### src/rtl/rowtrk_pkg.sv
package rowtrk_pkg;

    localparam int NUM_BANKS = 2;

    typedef enum logic [2:0] {
        OP_IDLE  = 3'd0,
        OP_ACT   = 3'd1,
        OP_READ  = 3'd2,
        OP_WRITE = 3'd3,
        OP_DEAC  = 3'd4
    } op_e;

    typedef struct packed {
        op_e  op;
        logic bank;
        logic flag;
    } cmd_t;

    typedef struct packed {
        logic open;
        logic pend;
    } bank_st_t;

    function automatic op_e decode_pins(input logic ras_n, input logic cas_n,
                                        input logic we_n);
        op_e r;
        case ({ras_n, cas_n, we_n})
            3'b011:  r = OP_ACT;
            3'b101:  r = OP_READ;
            3'b100:  r = OP_WRITE;
            3'b010:  r = OP_DEAC;
            default: r = OP_IDLE;
        endcase
        return r;
    endfunction

    function automatic logic is_access(input op_e op);
        return (op == OP_READ) || (op == OP_WRITE);
    endfunction

endpackage

### src/rtl/rowtrk_decode.sv
module rowtrk_decode
    import rowtrk_pkg::*;
(
    input  logic ras_n,
    input  logic cas_n,
    input  logic we_n,
    input  logic bank_sel,
    input  logic cmd_flag,
    output cmd_t cmd
);
    always_comb begin
        cmd.op   = decode_pins(ras_n, cas_n, we_n);
        cmd.bank = bank_sel;
        cmd.flag = cmd_flag;
    end
endmodule

### src/rtl/rowtrk_bank.sv
module rowtrk_bank
    import rowtrk_pkg::*;
#(
    parameter int ROW_W   = 11,
    parameter int BANK_ID = 0
) (
    input  logic             clk,
    input  logic             rst,
    input  cmd_t             cmd,
    input  logic [ROW_W-1:0] row_in,
    input  logic             done,
    output logic             is_open,
    output logic [ROW_W-1:0] row_out,
    output logic             viol
);
    bank_st_t         st_q, st_d;
    logic [ROW_W-1:0] row_q, row_d;
    logic             sel;

    assign sel = (cmd.bank == 1'(BANK_ID));

    always_comb begin
        st_d  = st_q;
        row_d = row_q;
        viol  = 1'b0;
        // burst completion is applied before the command of the same edge
        if (st_q.pend && done) begin
            st_d.open = 1'b0;
            st_d.pend = 1'b0;
            row_d     = '0;
        end
        case (cmd.op)
            OP_ACT: begin
                if (sel) begin
                    if (st_d.open) begin
                        viol = 1'b1;
                    end else begin
                        st_d.open = 1'b1;
                        row_d     = row_in;
                    end
                end
            end
            OP_READ, OP_WRITE: begin
                if (sel) begin
                    if (!st_d.open || st_d.pend) begin
                        viol = 1'b1;
                    end else if (cmd.flag) begin
                        st_d.pend = 1'b1;
                    end
                end
            end
            OP_DEAC: begin
                if (sel || cmd.flag) begin
                    st_d.open = 1'b0;
                    st_d.pend = 1'b0;
                    row_d     = '0;
                end
            end
            default: ;
        endcase
    end

    always_ff @(posedge clk) begin
        if (rst) begin
            st_q  <= '0;
            row_q <= '0;
        end else begin
            st_q  <= st_d;
            row_q <= row_d;
        end
    end

    assign is_open = st_q.open;
    assign row_out = row_q;
endmodule

### src/rtl/rowtrk_viol.sv
module rowtrk_viol #(
    parameter int N = 2
) (
    input  logic         clk,
    input  logic         rst,
    input  logic [N-1:0] hit,
    output logic         flag
);
    always_ff @(posedge clk) begin
        if (rst) flag <= 1'b0;
        else if (|hit) flag <= 1'b1;
    end
endmodule

### src/rtl/bank_row_tracker.sv
module bank_row_tracker
    import rowtrk_pkg::*;
#(
    parameter int ROW_W = 11
) (
    input  logic                 clk,
    input  logic                 rst,
    input  logic                 ras_n,
    input  logic                 cas_n,
    input  logic                 we_n,
    input  logic                 bank_sel,
    input  logic                 cmd_flag,
    input  logic [ROW_W-1:0]     row_addr,
    input  logic [NUM_BANKS-1:0] burst_done,
    output logic [NUM_BANKS-1:0] bank_open,
    output logic [ROW_W-1:0]     row_bank0,
    output logic [ROW_W-1:0]     row_bank1,
    output logic                 violation
);
    cmd_t                            cmd;
    logic [NUM_BANKS-1:0]            viol_hit;
    logic [NUM_BANKS-1:0][ROW_W-1:0] rows;

    rowtrk_decode u_dec (
        .ras_n   (ras_n),
        .cas_n   (cas_n),
        .we_n    (we_n),
        .bank_sel(bank_sel),
        .cmd_flag(cmd_flag),
        .cmd     (cmd)
    );

    for (genvar b = 0; b < NUM_BANKS; b++) begin : g_bank
        rowtrk_bank #(.ROW_W(ROW_W), .BANK_ID(b)) u_bank (
            .clk    (clk),
            .rst    (rst),
            .cmd    (cmd),
            .row_in (row_addr),
            .done   (burst_done[b]),
            .is_open(bank_open[b]),
            .row_out(rows[b]),
            .viol   (viol_hit[b])
        );
    end

    rowtrk_viol #(.N(NUM_BANKS)) u_viol (
        .clk (clk),
        .rst (rst),
        .hit (viol_hit),
        .flag(violation)
    );

    assign row_bank0 = rows[0];
    assign row_bank1 = rows[1];
endmodule

### config.mk
export PLATFORM = sky130hd
export DESIGN_NAME = bank_row_tracker
export DESIGN_NICKNAME = d
export VERILOG_FILES = /design/src/rtl/rowtrk_pkg.sv /design/src/rtl/rowtrk_decode.sv /design/src/rtl/rowtrk_bank.sv /design/src/rtl/rowtrk_viol.sv /design/src/rtl/bank_row_tracker.sv
export SDC_FILE = /design/constraint.sdc
export NUM_CORES = 1
export LEC_CHECK = 0
export BUFFER_PORTS_ARGS = -buffer_cell sky130_fd_sc_hd__buf_2
export CAP_MARGIN = 40
export CORE_AREA = 2 2 61 78
export CTS_CLUSTER_DIAMETER = 80
export DETAILED_ROUTE_END_ITERATION = 6
export DIE_AREA = 0 0 63 80
export PLACE_DENSITY = 0.63
export SKIP_CTS_REPAIR_TIMING = 1
export SLEW_MARGIN = 20
export SYNTH_ARGS = -nofsm -noshare
export SYNTH_HDL_FRONTEND = slang
export SYNTH_HIERARCHICAL = 1
export SYNTH_SLANG_ARGS = --single-unit
### constraint.sdc
create_clock -name clk -period 3.27 [get_ports clk]
set_input_delay 0.327 -clock clk [delete_from_list [all_inputs] [get_ports clk]]
set_output_delay 0.327 -clock clk [all_outputs]
set_load 0.01 [all_outputs]
Word-level counts from Yosys, hierarchy flattened
Index checks and enable logic that the tools add are counted.
{ "word_totals": {"register_bits": 27, "word_cells": 63, "output_inout_bits": 25, "inputBits": 20} }
{ "op_classes": {"mux": 37, "n_eq_ne": 8, "bitwise_logic": 1, "reduce_logical": 10} }
{ "ops": {"columns": ["operator", "n"], "rows": [
  ["$mux W11", 8],
  ["$pmux W11 S2", 2],
  ["$mux W1", 16],
  ["$eq A3 B2 Y1 const B", 4],
  ["$pmux W1 S2", 6],
  ["$pmux W3 S4", 1],
  ["$eq A3 B3 Y1 const B", 3],
  ["$mux W2", 4],
  ["$logic_or A1 B1 Y1", 4],
  ["$reduce_or A2 Y1", 2],
  ["$eq A3 B1 Y1 const B", 1],
  ["$logic_and A1 B1 Y1", 2],
  ["$logic_not A1 Y1", 2],
  ["$not A1 Y1", 1]
]} }

Logic depth before layout (Yosys ltp)
Gate-level depths: netlist of the first run.
{ "depth": {"ltp_word": 8, "depth_mapped": 8, "depth_no_buf": 6} }

Cells and area by module
Netlist of the first run, hierarchy kept.
{ "modules_own_cells": {"columns": ["mod", "area_per_inst_um2", "cells_per_inst", "seq_area_each_um2", "instances"], "rows": [
  ["rowtrk_bank (g_bank[1].u_bank)", 641.9, 68, 260.2, 1],
  ["rowtrk_bank (g_bank[0].u_bank)", 575.6, 56, 260.2, 1],
  ["rowtrk_decode", 46.3, 7, 0.0, 1],
  ["rowtrk_viol", 28.8, 3, 20.0, 1]
]} }

Worst setup path before layout of the first run
Ideal clock, no wire load.
{ "synth_path": {"path_type": "in2reg", "start": "input we_n", "end": "register g_bank[0].u_bank.row_q[10]", "setup_slack_ns": 1.447, "stages": 6, "required_time_ns": 3.149, "path_buffers": 1, "arrival_time_ns": 1.702, "setup_ns": 0.121, "cell_sequence": "nand2b_1 o22ai_1 or4b_1 buf_2 o211ai_1 a2bb2o_1"} }
{ "synth_rtl": {"columns": ["element", "line", "text"], "rows": [
  ["start: declaration", "bank_row_tracker.sv:10", "input logic we_n,"],
  ["end signal: assignment", "rowtrk_bank.sv:69", "row_q <= row_d;"],
  ["end: declaration", "rowtrk_bank.sv:17", "logic [ROW_W-1:0] row_q, row_d;"]
]} }

==> impl_metrics.yaml, run 1 <==
global_route:
  grt_antenna_before_repair: 0
  grt_pass1_wl_mm: 5.22
  grt_pass1_vias: 1123
  grt_max_degree: 17
  grt.overflow.total: 0
  track_usage: 0.129
synth:
  yosys_warnings: 6
  avgSynthCellArea_sq_um: 9.65
  yosys.area.top_type: "dfxtp_1"
  synthArstFlopShare: 0
  synth_top_area_share: 0.418
  ys_seq_area_frac: 0.418
  synthTopCellsByCount: "27 x dfxtp_1, 17 x nand2_1, 12 x inv_1"
  synthesis.instances: 134
  synth_top_flop_cell: "dfxtp_1"
  syn-num-nets: 154
  netlist_area_sq_um: 1290
  ys_seq_elements: 27
  synth_edf_count: 0
  synth_area_leaders: "dfxtp_1 42%, o32ai_2 10%, o2bb2ai_1 6.8%"
  synth.distinct_cells: 31
  synth_most_common_cell: "dfxtp_1"
final_layout:
  utilization: 0.364
  multi_input_area_sq_um: 628
  layout-area-overhead-vs-synth_pct: 20.9
  nNetsFinal: 192
  post_route_cells_drive_above_1_share: 0.351
  n_fill_cell: 473
  diodes: 0
  ff_latch_area_sq_um: 541
timing:
  period_minus_slack_ps: 2140
  fin_skew_ps: 6.68
  finalSetupViolCount: 0
  finalSetupTns_ps: 0
  slew_viol_final: 0
  min_period_over_period: 0.655
  worstMarginPinSlew_ps: 646
  hold_violations: 0
  slew_headroom: 0.569
  rsz0062_at_grt: "no"
  clock.fmax_mhz: 467
  worst_slack_ps: 1130
die:
  rows: 27
  dieHeight_microns: 80
  start_util: 0.301
  die_area_sq_um: 5040
  pin_count: 45
  core_sq_um: 4290
  die_w_microns: 63
setup_path:
  critical_path_arrival_ps: 2360
  critPathLaunchType: "input port"
  crit_type: "in -> reg"
  critPathMaxStageDelay_ps: 740
  worst-path-buf-inv: 1
  cp_max_fo: 14
  crit_chain: "buf_2 > nand2b_1 > o22ai_1 > or4b_1 > a211oi_4 > a2bb2o_1"
  cp_slowest_cell: "or4b_1"
  crit_path_end_kind: "flip-flop"
  path_delay_family: "compound AO/OA/AOI/OAI gates"
  required_ps: 3480
clock_network:
  cts.sinks: 27
  cts_tree: "yes"
  clock-root-buffer: "clkbuf_8"
  numCtsBuffers: 3
  clk_latency_ps: 270
  clk_path_buf_depth: 2
  clk_pin_slew_worst_paths_ps: 90
  cts_max_level: 1
run:
  maxCapViolCount: 0
hold_path:
  min_path_type: "in -> reg"
drt:
  via_count: 1125
  wl_per_cell_microns: 13.6
  wl_mm: 3.11
  ant_nets: 0
  dr.pass1.iters: 4
  first_iter_violations: 86
  viasPerCell: 4.91
  drc_errors: 0
placed_design:
  io_buffers: 44
  dp_hpwl_mm: 2.38
  post-place-ws_ps: 854
  place_congestion: 0.777
pwr:
  leakage_uw: 0.000645
  p_per_area_nw_per_um2: 393
  max-vdd-ir-drop_mv: 0.122
outcome:
  outcome: "completed"
[layout by cell type (no fill, tap or decap), types with 2 or more instances in the layout]
cell,count
a21oi_1,4
buf_2,44
clkbuf_8,3
dfxtp_1,27
inv_1,12
nand2_1,17
nand2b_1,5
nor2_1,5
nor3_1,2
nor3b_1,2
o211ai_1,11
o21ai_0,2
o2bb2ai_1,10
o32ai_1,3
o32ai_2,8
[flip-flops by register name (all words and copies together) (netlist names)]
name	flops
g_bank.u_bank/is_open	2
g_bank.u_bank/st_q	2
u_viol/flag	1
g_bank.u_bank/row_out	22
[cell families (layout without fill, tap and decap cells)]
kind of cell | after synthesis | in the layout | share of synthesized area
AO/OA/AOI/OAI | 45 | 45 | 0.336
buffers and inverters | 24 | 61 | 0.0958
flip-flops | 27 | 27 | 0.418
AND/OR/NAND/NOR | 38 | 38 | 0.150
[path summary, 6_finish.rpt]
check / from / end / slack [ps] / depth (start not counted)
worst max-delay path: we_n / g_bank[0].u_bank/row_out[10] / 1130 / 6
worst min-delay path: row_addr[0] / g_bank[0].u_bank/row_out[0] / 280 / 2
worst max register to register: g_bank[1].u_bank/st_q[0] / g_bank[1].u_bank/row_out[6] / 1710 / 3
worst min register to register: g_bank[1].u_bank/row_out[7] / g_bank[1].u_bank/row_out[7] / 470 / 2
[power breakdown]
part           internal, uW  switching (uW)  total, uW  leakage, uW
combinational          34.4            46.6       81.0     0.000405
sequential              339            7.97        347     0.000219
clock                  86.3             101        187    0.0000217
[layout make-up]
type / count / share of cell area
Clock buffer: 3 / 0.0264
Inverter: 12 / 0.0288
Tap cell: 58 / 0.0464
Multi-Input combinational cell: 83 / 0.402
Timing Repair Buffer: 45 / 0.146
Clock inverter: 1 / 0.00480
Sequential cell: 27 / 0.346
[through the flow]
| step | cells | hold WS [ps] | instance area [sq um] | total power (uW) |
|---|---|---|---|---|
| final | 229 | 278 | 1560 | 615 |
| after global routing | 229 | 271 | 1560 | 645 |
| after CTS | 229 | 273 | 1560 | 623 |
| after detailed placement | 225 | 461 | 1510 | 436 |
| after global placement | 225 | 458 | 1510 | 436 |
| after floorplan | 134 | 399 | 1290 | 406 |
[routing by layer]
metal / part of all wire / vias up / GRT usage / routed length (microns)
li1: - / 562 / - / -
met1: 0.46 / 518 / 0.160 / 1430
met2: 0.46 / 43 / 0.216 / 1430
met3: 0.075 / 2 / 0.0339 / 233
met4: 0.0055 / 0 / 0.0400 / 17
met5: 0 / - / 0 / 0
Power figures use the tool's default switching activity.
==> run 2, diff against run 1 <==
Settings changed: PLACE_DENSITY 0.63 to 0.64.
Clock period 3.27 ns to 1.8 ns, I/O delays scaled along.
==> impl_metrics.yaml, run 2 (synthesis gave the netlist of run 1 again) <==
outcome:
  outcome: "completed"
placed_design:
  dp.cells: 235
  io_buffers: 44
  dp_hpwl_mm: 2.44
  place_congestion: 0.758
die:
  die_w_microns: 63
  rows: 27
  dieHeight_microns: 80
  core_sq_um: 4290
  start_util: 0.301
  pin_count: 45
  die_area_sq_um: 5040
clock_network:
  clk_pin_slew_worst_paths_ps: 90
  clk_path_buf_depth: 2
  clock-root-buffer: "clkbuf_8"
  cts_tree: "yes"
  clk_latency_ps: 270
  cts.sinks: 27
  numCtsBuffers: 3
  cts_max_level: 1
final_layout:
  largest_reg_flops: 22
  layout-area-overhead-vs-synth_pct: 26.5
  n_fill_cell: 459
  nNetsFinal: 202
  multi_input_area_sq_um: 628
  ff_latch_area_sq_um: 541
  final_common_cell: "buf_2"
  layout.cells.non_filler: 239
  layout_common_cells: "44 x buf_2, 27 x dfxtp_1, 17 x nand2_1, 12 x inv_1"
  diodes: 0
  post_route_cells_drive_above_1_share: 0.387
global_route:
  track_usage: 0.137
  grt_antenna_before_repair: 0
  grt.overflow.total: 0
  grt_pass1_vias: 1155
  grt_pass1_wl_mm: 5.44
  grt_max_degree: 16
drt:
  drc_errors: 0
  dr.pass1.iters: 4
  wl_mm: 3.21
  first_iter_violations: 65
  wl_per_cell_microns: 13.4
  via_count: 1141
  viasPerCell: 4.77
  ant_nets: 0
timing:
  finalSetupTns_ps: 0
  whs_ps: 126
  slew_viol_final: 0
  worstMarginPinSlew_ps: 507
  hold_violations: 0
  finalSetupViolCount: 0
  clock.fmax_mhz: 646
  min_period_over_period: 0.860
  slew_headroom: 0.662
  rsz0062_at_grt: "no"
  fin_skew_ps: 1.12
  period_minus_slack_ps: 1550
setup_path:
  crit_path_end_kind: "flip-flop"
  endpoint: "g_bank[0].u_bank/row_out[6]"
  r2r_cells: 4
  required_ps: 2010
  critical_path_arrival_ps: 1760
  worstSetupStartpoint: "we_n"
  reg2reg_to: "g_bank[0].u_bank/row_out[6]"
  r2r-start: "g_bank[0].u_bank/st_q[0]"
  crit_type: "in -> reg"
  critPathLaunchType: "input port"
  r2r_setup_slack_ps: 440
  cp_max_fo: 8
hold_path:
  hp-start: "row_addr[9]"
  holdPathStages: 2
  min_path_type: "in -> reg"
pwr:
  leakage_uw: 0.000698
  max-vdd-ir-drop_mv: 0.359
  p_per_area_nw_per_um2: 692
  power_uw: 1130
run:
  maxCapViolCount: 0
## run 2: cell count changes in the layout (fill, tap and decap cells not counted), sizes merged
cell	delta
clkinv	+1
clkinvlp	-1
buf	+10
## run 2: worst max-delay path: stages
cell       delay, ps
buf_2            110
nand2b_1         140
o22ai_1          160
or4b_1           570
a211oi_4         290
buf_4            200
o2bb2ai_1        110
## run 2: worst min-delay path by stage
| stage | endpoint | slack (ps) |
|---|---|---|
| CTS | g_bank[0].u_bank/row_out[2] | 120 |
| finish | g_bank[0].u_bank/row_out[9] | 130 |
| detailed placement | g_bank[0].u_bank/row_out[2] | 410 |
| global placement | g_bank[0].u_bank/row_out[2] | 400 |
| global route | g_bank[0].u_bank/row_out[0] | 120 |
| floorplan | u_viol/flag | 250 |
## run 2: power by group
part	total, uW	switching [uW]	internal, uW
clock network	344	189	155
logic	161	89.2	71.4
registers	627	12.1	615
## run 2: per-stage QoR
stage / utilization / setup slack (ps) / instance area, sq um
2_1_floorplan: - / 124 / 1290
3_3_place_gp: 0.370 / 10.2 / 1590
3_5_place_dp: 0.370 / -8.77 / 1590
4_1_cts: 0.381 / 259 / 1640
5_1_grt: 0.381 / 181 / 1640
6_report: 0.381 / 252 / 1640
## run 2: area by class of cell
| cell class | count | share of cell area |
|---|---|---|
| Inverter | 12 | 0.0275 |
| Clock inverter | 1 | 0.00306 |
| Clock buffer | 3 | 0.0252 |
| Multi-Input combinational cell | 83 | 0.384 |
| Sequential cell | 27 | 0.331 |
| Tap cell | 58 | 0.0444 |
| Timing Repair Buffer | 55 | 0.185 |
## run 2: layer usage
metal  part of all wire  vias to the layer above  global-route usage
li1                   -                      585                   -
met1               0.46                      526               0.180
met2               0.48                       28               0.223
met3              0.047                        2              0.0254
met4             0.0050                        0              0.0467
met5                  0                        -                   0
